## src/rtl/can_mh_pkg.sv

```systemverilog
// Package: shared state encoding for the CAN mode handshake controller.
package can_mh_pkg;
    typedef enum logic [2:0] {
        MH_WAIT   = 3'd0,  // resynchronising after reset or sleep, flags low
        MH_INIT   = 3'd1,  // initialization held by request
        MH_SYNC_I = 3'd2,  // request gone, acknowledge still held, counting
        MH_SLEEP  = 3'd3,  // sleep acknowledged
        MH_NORMAL = 3'd4   // synchronized, normal operation
    } mh_state_e;
endpackage

```

## src/rtl/mh_sleep_gate.sv

```systemverilog
// Module: mh_sleep_gate
// Turns the software sleep level into an effective request. A wake pulse
// cancels it until software lowers the sleep bit.
// Assumes: wake_i is sampled on the clock, any width.
module mh_sleep_gate (
    input  logic clk,
    input  logic rst_n,
    input  logic sleep_req_i,
    input  logic wake_i,
    output logic sleep_eff_o
);
    logic wake_blk_q;

    // Purpose: remember a wake event for as long as the sleep bit stays high.
    always_ff @(posedge clk) begin
        if (!rst_n)            wake_blk_q <= 1'b0;
        else if (!sleep_req_i) wake_blk_q <= 1'b0;
        else if (wake_i)       wake_blk_q <= 1'b1;
    end

    // Purpose: the cancellation applies in the cycle of the pulse itself.
    always_comb sleep_eff_o = sleep_req_i && !(wake_blk_q || wake_i);

    AST_WAKE_CANCEL_HOLDS: assert property (@(posedge clk) disable iff (!rst_n)
        (wake_i && sleep_req_i) |=> (!sleep_req_i || !sleep_eff_o));
endmodule

```

## src/rtl/mh_run_counter.sv

```systemverilog
// Module: mh_run_counter
// Counts consecutive recessive strobed samples and flags the sample that
// completes a run of RUN_LEN.
// Assumes: clear_i is held while the owner is not waiting for sync.
module mh_run_counter #(
    parameter int RUN_LEN = 11,
    localparam int CNT_W  = $clog2(RUN_LEN + 1)
) (
    input  logic clk,
    input  logic rst_n,
    input  logic clear_i,
    input  logic bit_stb_i,
    input  logic rx_i,
    output logic done_o
);
    localparam logic [CNT_W-1:0] LAST = CNT_W'(RUN_LEN - 1);

    logic [CNT_W-1:0] cnt_q;
    logic             adv;

    // Purpose: advance only in counting cycles that carry a strobe.
    always_comb begin
        adv    = !clear_i && bit_stb_i;
        done_o = adv && rx_i && (cnt_q == LAST);
    end

    // Purpose: run length register; dominant restarts, completion wraps.
    always_ff @(posedge clk) begin
        if (!rst_n || clear_i)  cnt_q <= '0;
        else if (adv) begin
            if (!rx_i)            cnt_q <= '0;
            else if (cnt_q == LAST) cnt_q <= '0;
            else                  cnt_q <= cnt_q + 1'b1;
        end
    end

    AST_CNT_BOUND: assert property (@(posedge clk) disable iff (!rst_n)
        cnt_q < CNT_W'(RUN_LEN));
    AST_DOMINANT_RESTART: assert property (@(posedge clk) disable iff (!rst_n)
        (adv && !rx_i) |=> (cnt_q == '0));
    AST_NO_STROBE_HOLD: assert property (@(posedge clk) disable iff (!rst_n)
        (!bit_stb_i && !clear_i) |=> $stable(cnt_q));
endmodule

```

## src/rtl/mh_mode_fsm.sv

```systemverilog
// Module: mh_mode_fsm
// Mode state machine: initialization overrides sleep, sleep overrides the
// rest; both exits pass through a recessive-run wait.
// Assumes: run_done_i is only meaningful while counting_o is high.
module mh_mode_fsm
    import can_mh_pkg::*;
(
    input  logic clk,
    input  logic rst_n,
    input  logic init_req_i,
    input  logic sleep_eff_i,
    input  logic run_done_i,
    output logic counting_o,
    output logic inak_o,
    output logic slak_o,
    output logic synced_o
);
    mh_state_e st_q, st_d;

    // Purpose: next-state selection with request priority.
    always_comb begin
        st_d = st_q;
        if (init_req_i)       st_d = MH_INIT;
        else if (sleep_eff_i) st_d = MH_SLEEP;
        else begin
            unique case (st_q)
                MH_INIT:           st_d = MH_SYNC_I;
                MH_SLEEP:          st_d = MH_WAIT;
                MH_SYNC_I, MH_WAIT: st_d = run_done_i ? MH_NORMAL : st_q;
                default:           st_d = st_q;
            endcase
        end
    end

    // Purpose: state register, reset into the resync wait.
    always_ff @(posedge clk) begin
        if (!rst_n) st_q <= MH_WAIT;
        else        st_q <= st_d;
    end

    // Purpose: decode status flags from state.
    always_comb begin
        counting_o = (st_q == MH_SYNC_I) || (st_q == MH_WAIT);
        inak_o     = (st_q == MH_INIT) || (st_q == MH_SYNC_I);
        slak_o     = (st_q == MH_SLEEP);
        synced_o   = (st_q == MH_NORMAL);
    end
endmodule

```

## src/rtl/can_mode_hs.sv

```systemverilog
// Module: can_mode_hs (top)
// Handshake between software mode requests and controller state; declares
// bus sync after RUN_LEN recessive strobed bits.
// Assumes: bit_stb_i comes from the bit timing logic, rx_i is pre-sampled.
module can_mode_hs #(
    parameter int RUN_LEN = 11
) (
    input  logic clk,
    input  logic rst_n,
    input  logic init_req_i,
    input  logic sleep_req_i,
    input  logic wake_i,
    input  logic bit_stb_i,
    input  logic rx_i,
    output logic inak_o,
    output logic slak_o,
    output logic synced_o
);
    logic sleep_eff;
    logic counting;
    logic run_done;

    mh_sleep_gate u_gate (
        .clk         (clk),
        .rst_n       (rst_n),
        .sleep_req_i (sleep_req_i),
        .wake_i      (wake_i),
        .sleep_eff_o (sleep_eff)
    );

    mh_run_counter #(.RUN_LEN(RUN_LEN)) u_run (
        .clk       (clk),
        .rst_n     (rst_n),
        .clear_i   (!counting),
        .bit_stb_i (bit_stb_i),
        .rx_i      (rx_i),
        .done_o    (run_done)
    );

    mh_mode_fsm u_fsm (
        .clk         (clk),
        .rst_n       (rst_n),
        .init_req_i  (init_req_i),
        .sleep_eff_i (sleep_eff),
        .run_done_i  (run_done),
        .counting_o  (counting),
        .inak_o      (inak_o),
        .slak_o      (slak_o),
        .synced_o    (synced_o)
    );

    AST_INIT_ENTER: assert property (@(posedge clk) disable iff (!rst_n)
        init_req_i |=> (inak_o && !synced_o));
    AST_INIT_OVER_SLEEP: assert property (@(posedge clk) disable iff (!rst_n)
        (init_req_i && sleep_req_i) |=> !slak_o);
    AST_INAK_FALL_TO_SYNC: assert property (@(posedge clk) disable iff (!rst_n)
        $fell(inak_o) |-> (synced_o || slak_o));
    AST_SYNC_ON_STROBE: assert property (@(posedge clk) disable iff (!rst_n)
        $rose(synced_o) |-> $past(bit_stb_i && rx_i));
    AST_SLEEP_ENTER: assert property (@(posedge clk) disable iff (!rst_n)
        (sleep_eff && !init_req_i) |=> (slak_o && !synced_o));
    AST_FLAGS_EXCLUSIVE: assert property (@(posedge clk) disable iff (!rst_n)
        !(inak_o && slak_o));
    AST_SLEEP_EXIT: assert property (@(posedge clk) disable iff (!rst_n)
        (slak_o && !sleep_eff && !init_req_i) |=> (!slak_o && !synced_o));
endmodule

```

## config.mk

```make
export PLATFORM = sky130hd
export DESIGN_NAME = can_mode_hs
export DESIGN_NICKNAME = d
export VERILOG_FILES = /design/src/rtl/can_mh_pkg.sv /design/src/rtl/mh_sleep_gate.sv /design/src/rtl/mh_run_counter.sv /design/src/rtl/mh_mode_fsm.sv /design/src/rtl/can_mode_hs.sv
export SDC_FILE = /design/constraint.sdc
export NUM_CORES = 1
export LEC_CHECK = 0
export BUFFER_PORTS_ARGS = -buffer_cell sky130_fd_sc_hd__clkbuf_2
export CORE_MARGIN = 2
export CORE_UTILIZATION = 35
export DETAILED_ROUTE_END_ITERATION = 6
export GPL_TIMING_DRIVEN = 0
export PLACE_DENSITY_LB_ADDON = 0.2
export REMOVE_ABC_BUFFERS = 1
export SLEW_MARGIN = 20
export SYNTH_ARGS = -nofsm -noshare
export SYNTH_HDL_FRONTEND = slang
export SYNTH_HIERARCHICAL = 1
export SYNTH_SLANG_ARGS = --single-unit
```

## constraint.sdc

```tcl
create_clock -name clk -period 2.4 [get_ports clk]
set_input_delay 0.24 -clock clk [delete_from_list [all_inputs] [get_ports clk]]
set_output_delay 0.24 -clock clk [all_outputs]
set_load 0.02 [all_outputs]
```

Yosys cells after proc, flatten, opt, wreduce, memory -nomap -nowiden
Cells that the tools add are included.
{ "classes": {"bitwise": 1, "n_addsub": 1, "n_eq_ne": 8, "n_mux": 6, "n_reduce_logical": 22} }
{ "op_table": {"columns": ["cell", "count"], "rows": [
  ["one-hot mux 3 bit (3 select lines)", 1],
  ["two-way mux 4 bit", 2],
  ["AND reduction 2 bit", 4],
  ["equality test 3 x 2 -> 1 bit, second input constant", 2],
  ["nonzero test 5 bit", 1],
  ["adder 4 x 1 -> 4 bit, second input constant", 1],
  ["equality test 4 bit, second input constant", 1],
  ["logical AND 1 bit", 4],
  ["logical OR 1 bit", 4],
  ["inequality test 4 x 3 -> 1 bit, second input constant", 1],
  ["nonzero test 4 bit", 1],
  ["OR reduction 2 bit", 2],
  ["equality test 3 x 1 -> 1 bit, second input constant", 1],
  ["equality test 3 bit, second input constant", 1],
  ["logical NOT 1 bit", 3],
  ["logical NOT 3 bit", 1],
  ["two-way mux 3 bit", 1],
  ["inequality test 3 x 2 -> 1 bit, second input constant", 1],
  ["nonzero test 3 bit", 1],
  ["OR reduction 3 bit", 1],
  ["two-way mux 2 bit", 1],
  ["inequality test 2 x 1 -> 1 bit, second input constant", 1],
  ["two-way mux 1 bit", 1],
  ["inverter 1 bit", 1]
]} }
{ "totals": {"reg_bits": 8, "in_bits": 7, "wordCells": 43} }

Depth between registers and ports, before layout
{ "logic_depth": {"ltp_word": 9, "depth_mapped": 10, "ltp_nobuf": 8} }

Cells and area by module
The synthesis kept the hierarchy.
{ "modules_own_cells": {"columns": ["mod", "seq_area_each_um2", "n_inst", "cells_per_inst", "area_each_um2"], "rows": [
  ["mh_run_counter", 80.1, 1, 28, 247.7],
  ["mh_mode_fsm", 60.1, 1, 20, 185.2],
  ["mh_sleep_gate", 20.0, 1, 3, 37.5],
  ["can_mode_hs", 0.0, 1, 1, 3.8]
]} }

Least setup slack after synthesis
OpenSTA, ideal clock, no wires.
{ "synth_timing": {"path_kind": "flip-flop to flip-flop", "from": "register u_fsm.st_q[0]", "to": "register u_fsm.st_q[1]", "period_less_slack_ns": 1.481, "stages_incl_launch_ff": 11, "arrival_ns": 1.359, "path_slack_ns": 0.919, "setup_ns": 0.122, "path_cell_list": "dfxtp_1 buf_6 nor2_1 inv_1 and3b_1 buf_6 inv_1 nor2_1 nor2_2 nor4b_2 nor3_2"} }
{ "synth_between": {"elab_chain_cells": 7} }
{ "synth_rtl": {"columns": ["element", "line_no", "text"], "rows": [
  ["start: declaration", "mh_mode_fsm.sv:18", "mh_state_e st_q, st_d;"],
  ["start signal: assignment", "mh_mode_fsm.sv:38", "else st_q <= st_d;"],
  ["equality test 3 x 2 -> 1 bit / logical NOT 3 bit (equally long branches)", "mh_mode_fsm.sv:43", "counting_o = (st_q == MH_SYNC_I) || (st_q == MH_WAIT);"],
  ["logical OR 1 bit (*)", "mh_mode_fsm.sv:43", null],
  ["net counting", "can_mode_hs.sv:20", "logic counting;"],
  ["logical AND 1 bit (*)", "mh_run_counter.sv:23", "adv = !clear_i && bit_stb_i;"],
  ["logical AND 1 bit (*) (2 in a row)", "mh_run_counter.sv:24", "done_o = adv && rx_i && (cnt_q == LAST);"],
  ["net run_done", "can_mode_hs.sv:21", "logic run_done;"],
  ["inequality test 3 x 2 -> 1 bit (no line) (*)", null, null],
  ["AND reduction 2 bit (no line) (*)", null, null]
]} }
The timed path passes the listed nets; every way through them passes the cells marked *.
A chain may end at the register's enable or synchronous reset.

Final worst setup path
{ "layout_timing": {"from": "register u_fsm.st_q[2]", "to": "register u_fsm.st_q[1]"} }
The elaborated chain is that of the path after synthesis.

==> flow_summary_export.csv <==
group,metric,value,unit
setup_path,worst_ep_arrival_time,1.76,ns
pwr,p_clk_frac,0.372,
synth,synth_cell_types,28,
final_layout,final_common_cell,"clkbuf_2",
clocking,clockRootBuffer,"clkbuf_4",
grt,grtUsageTotal,0.127,
final_layout,fin_cells,77,
placed_design,io_buffer_count,9,
setup_path,path_class,"reg -> reg",
final_layout,mostFrequentLayoutCells,"clkbuf_2, dfxtp_1, inv_1",
pwr,swShare,0.257,
pwr,intPower,211,µW
job,drv_cap,0,
die,core_area,1280,µm²
clocking,clk_latency,0.26,ns
sta,post-route-period-util,0.675,
setup_path,slowest_delay,0.38,ns
final_layout,layout.nets,73,
clocking,cts_made_buffers,3,
worst_hold_path,min-delay-start,"sleep_req_i",
detailed_routing,dr.pass1.iters,4,
worst_hold_path,min_path_cells,2,
setup_path,reg2regPathDepth,8,
setup_path,crit_fanout,7,
sta,final.setup.worst_slack,0.779,ns
detailed_routing,viasPerCell,5.10,
detailed_routing,wl_per_cell,11.8,µm
clocking,cts_tree,"built",
final_layout,area_growth_syn_to_layout,13.5,%
grt,antenna_found_initial,0,
sta,worst_slew_margin_rel,0.580,
placed_design,dp_cells,74,
pwr,sequentialPowerShare,0.499,
sta,setup_viol_count_final,0,
setup_path,cp_slowest_cell,"dfxtp_1",
die,die_w,40.8,µm
clocking,htreeDepth,1,
sta,min_period,1.62,ns
setup_path,critPathBufInv,2,
setup_path,timing.rr.end,"u_fsm/st_q[1]",
die,start_util,0.369,
die,die-area,1670,µm²
pwr,ir_worst_vdd,0.262,mV
synth,ys_warn_count,6,
die,rows,13,
clocking,cts_resized,0,
die,ios,10,
synth,netlist_area,474,µm²
final_layout,drive_gt1_frac,0.306,
synth,synth-seq-cells,8,
detailed_routing,vias,393,
setup_path,critPathLaunchType,"flip-flop",
clocking,clk_pin_slew,0.05,ns
setup_path,required,2.54,ns
grt,grt_max_degree,8,
pwr,p_comb_frac,0.129,
detailed_routing,drt_wl_total,912,µm
detailed_routing,antenna_left,0,
setup_path,worstReg2RegStart,"u_fsm/st_q[2]",
die,dieHeight,40.8,µm
pwr,p_leak,0.000229,µW
sta,rsz0062_at_grt,"false",
setup_path,r2r_slack,0.78,ns
pwr,power.density,527,nW/µm²
detailed_routing,drt_iter0_drc,6,
sta,setup_tns,0,ns
placed_design,finalWeightedCongestion,0.694,
clocking,cts_buffer_depth,2,
final_layout,nFillCells,139,
grt,grt_pass1_vias,320,
clocking,cts_setup_buffers,0,
final_layout,final_core_util,0.419,
grt,grt_overflow,0,
pwr,power.switching,73.0,µW
sta,finalHoldViolCount,0,
grt,grt_pass1_wl,1310,µm
setup_path,crit_family,"simple AND/OR/NAND/NOR gates",
worst_hold_path,hold_end,"u_gate/wake_blk_q",
clocking,cts.sinks,8,
sta,clock_skew,0.00347,ns
synth,avgSynthCellArea,9.12,µm²
synth,synthCells,52,
sta,worst_pin_slew,0.628,ns
worst_hold_path,min_path_type,"in -> reg",
clocking,hold_buffers,0,
final_layout,diodes,0,
setup_path,cp_cell_sequence,"nor2_1 > inv_1 > and3b_1 > inv_1 > nor2_1 > nor2_2 > nor4b_2 > nor3_2",
sta,slew_violations,0,
sta,fmax,617,MHz
placed_design,pre_cts_slack,0.795,ns
setup_path,end_kind,"flip-flop",
synth,ys_seq_area_frac,0.338,
sta,whs,0.213,ns
detailed_routing,post-route-drc-count,0,
placed_design,dp_hpwl,633,µm
run_status,status,"finished clean",
-- worst reg2reg max path: cells and delay by family (launching register included) --
| kind | cells | cell delay [ns] |
|---|---|---|
| DFF | 1 | 0.38 |
| buffers and inverters | 2 | 0.12 |
| and+or+nand+nor | 6 | 1.00 |
-- cell families (layout without fill, tap and decap cells) --
logic type / count (synthesis) / count (layout) / synth area share
flip-flops: 8 / 8 / 0.338
XOR/XNOR: 1 / 1 / 0.0185
buffers and inverters: 8 / 18 / 0.0950
AND/OR/NAND/NOR: 24 / 24 / 0.346
AO/OA/AOI/OAI: 9 / 9 / 0.150
adder cells (fa/ha/maj): 2 / 2 / 0.0528
-- metal layers --
layer	vias to the layer above	GRT usage	part of all wire
met3	2	0.0326	0.046
met5	-	0	0
met2	11	0.176	0.44
met4	0	0.125	0.013
met1	177	0.155	0.50
li1	203	-	-
-- cell usage after synthesis --
cell type  count  area, µm²
dfxtp_1        8        160
and2_1         1       6.26
nor2b_1        1       6.26
ha_1           2       25.0
a21oi_1        3       15.0
o211a_1        1       10.0
nor2_1         4       15.0
o21ai_0        1       5.00
a311oi_1       1       8.76
nand4b_1       1       8.76
nor2b_2        1       8.76
nand3b_1       1       7.51
nor3b_1        3       22.5
and3b_1        1       8.76
nand2b_2       1       8.76
nand2b_1       1       6.26
nand3_1        3       15.0
buf_6          2       22.5
a41oi_2        1       16.3
nor3_1         1       5.00
nor4b_2        1       15.0
nor2_2         1       6.26
nand2_1        1       3.75
inv_1          6       22.5
a32oi_1        1       8.76
xnor2_1        1       8.76
a211oi_1       1       7.51
nor3_2         2       20.0
-- worst max-delay path by stage --
stage / start / end / slack (ns) / cells past startpoint
3_3_place_gp: u_fsm/st_q[2] / u_fsm/st_q[1] / 0.80 / 8
5_1_grt: u_fsm/st_q[2] / u_fsm/st_q[1] / 0.65 / 8
3_5_place_dp: u_fsm/st_q[2] / u_fsm/st_q[1] / 0.79 / 8
4_1_cts: u_fsm/st_q[2] / u_fsm/st_q[1] / 0.78 / 8
2_1_floorplan: u_fsm/st_q[2] / u_fsm/st_q[1] / 0.94 / 8
6_report: u_fsm/st_q[2] / u_fsm/st_q[1] / 0.78 / 8
-- sequential cells by signal, summed over array words and instances, names as in the netlist --
| name | count |
|---|---|
| u_gate/wake_blk_q | 1 |
| u_fsm/st_q | 3 |
| u_run/cnt_q | 4 |
-- power groups by stage --
stage / registers [µW] / logic, µW / clock network (µW)
final: 142 / 36.5 / 106
after global routing: 143 / 40.2 / 120
after CTS: 142 / 36.5 / 113
after detailed placement: 145 / 36.4 / 0
after global placement: 145 / 36.0 / 0
after floorplan: 143 / 24.8 / 0
-- area by class of cell --
class                   instances  area (µm²)  share of cell area
multi-input cells              36         269               0.500
inverters                       6        22.5              0.0419
well taps                      15        18.8              0.0349
repair buffers                  9        45.0              0.0837
clock buffers                   3        22.5              0.0419
flip-flops and latches          8         160               0.298
-- per-stage QoR --
step	instance area [µm²]	total power (µW)
6_report	538	284
5_1_grt	538	303
4_1_cts	538	291
3_5_place_dp	515	181
3_3_place_gp	515	181
2_1_floorplan	452	168
(Power assumes the default switching activity.)
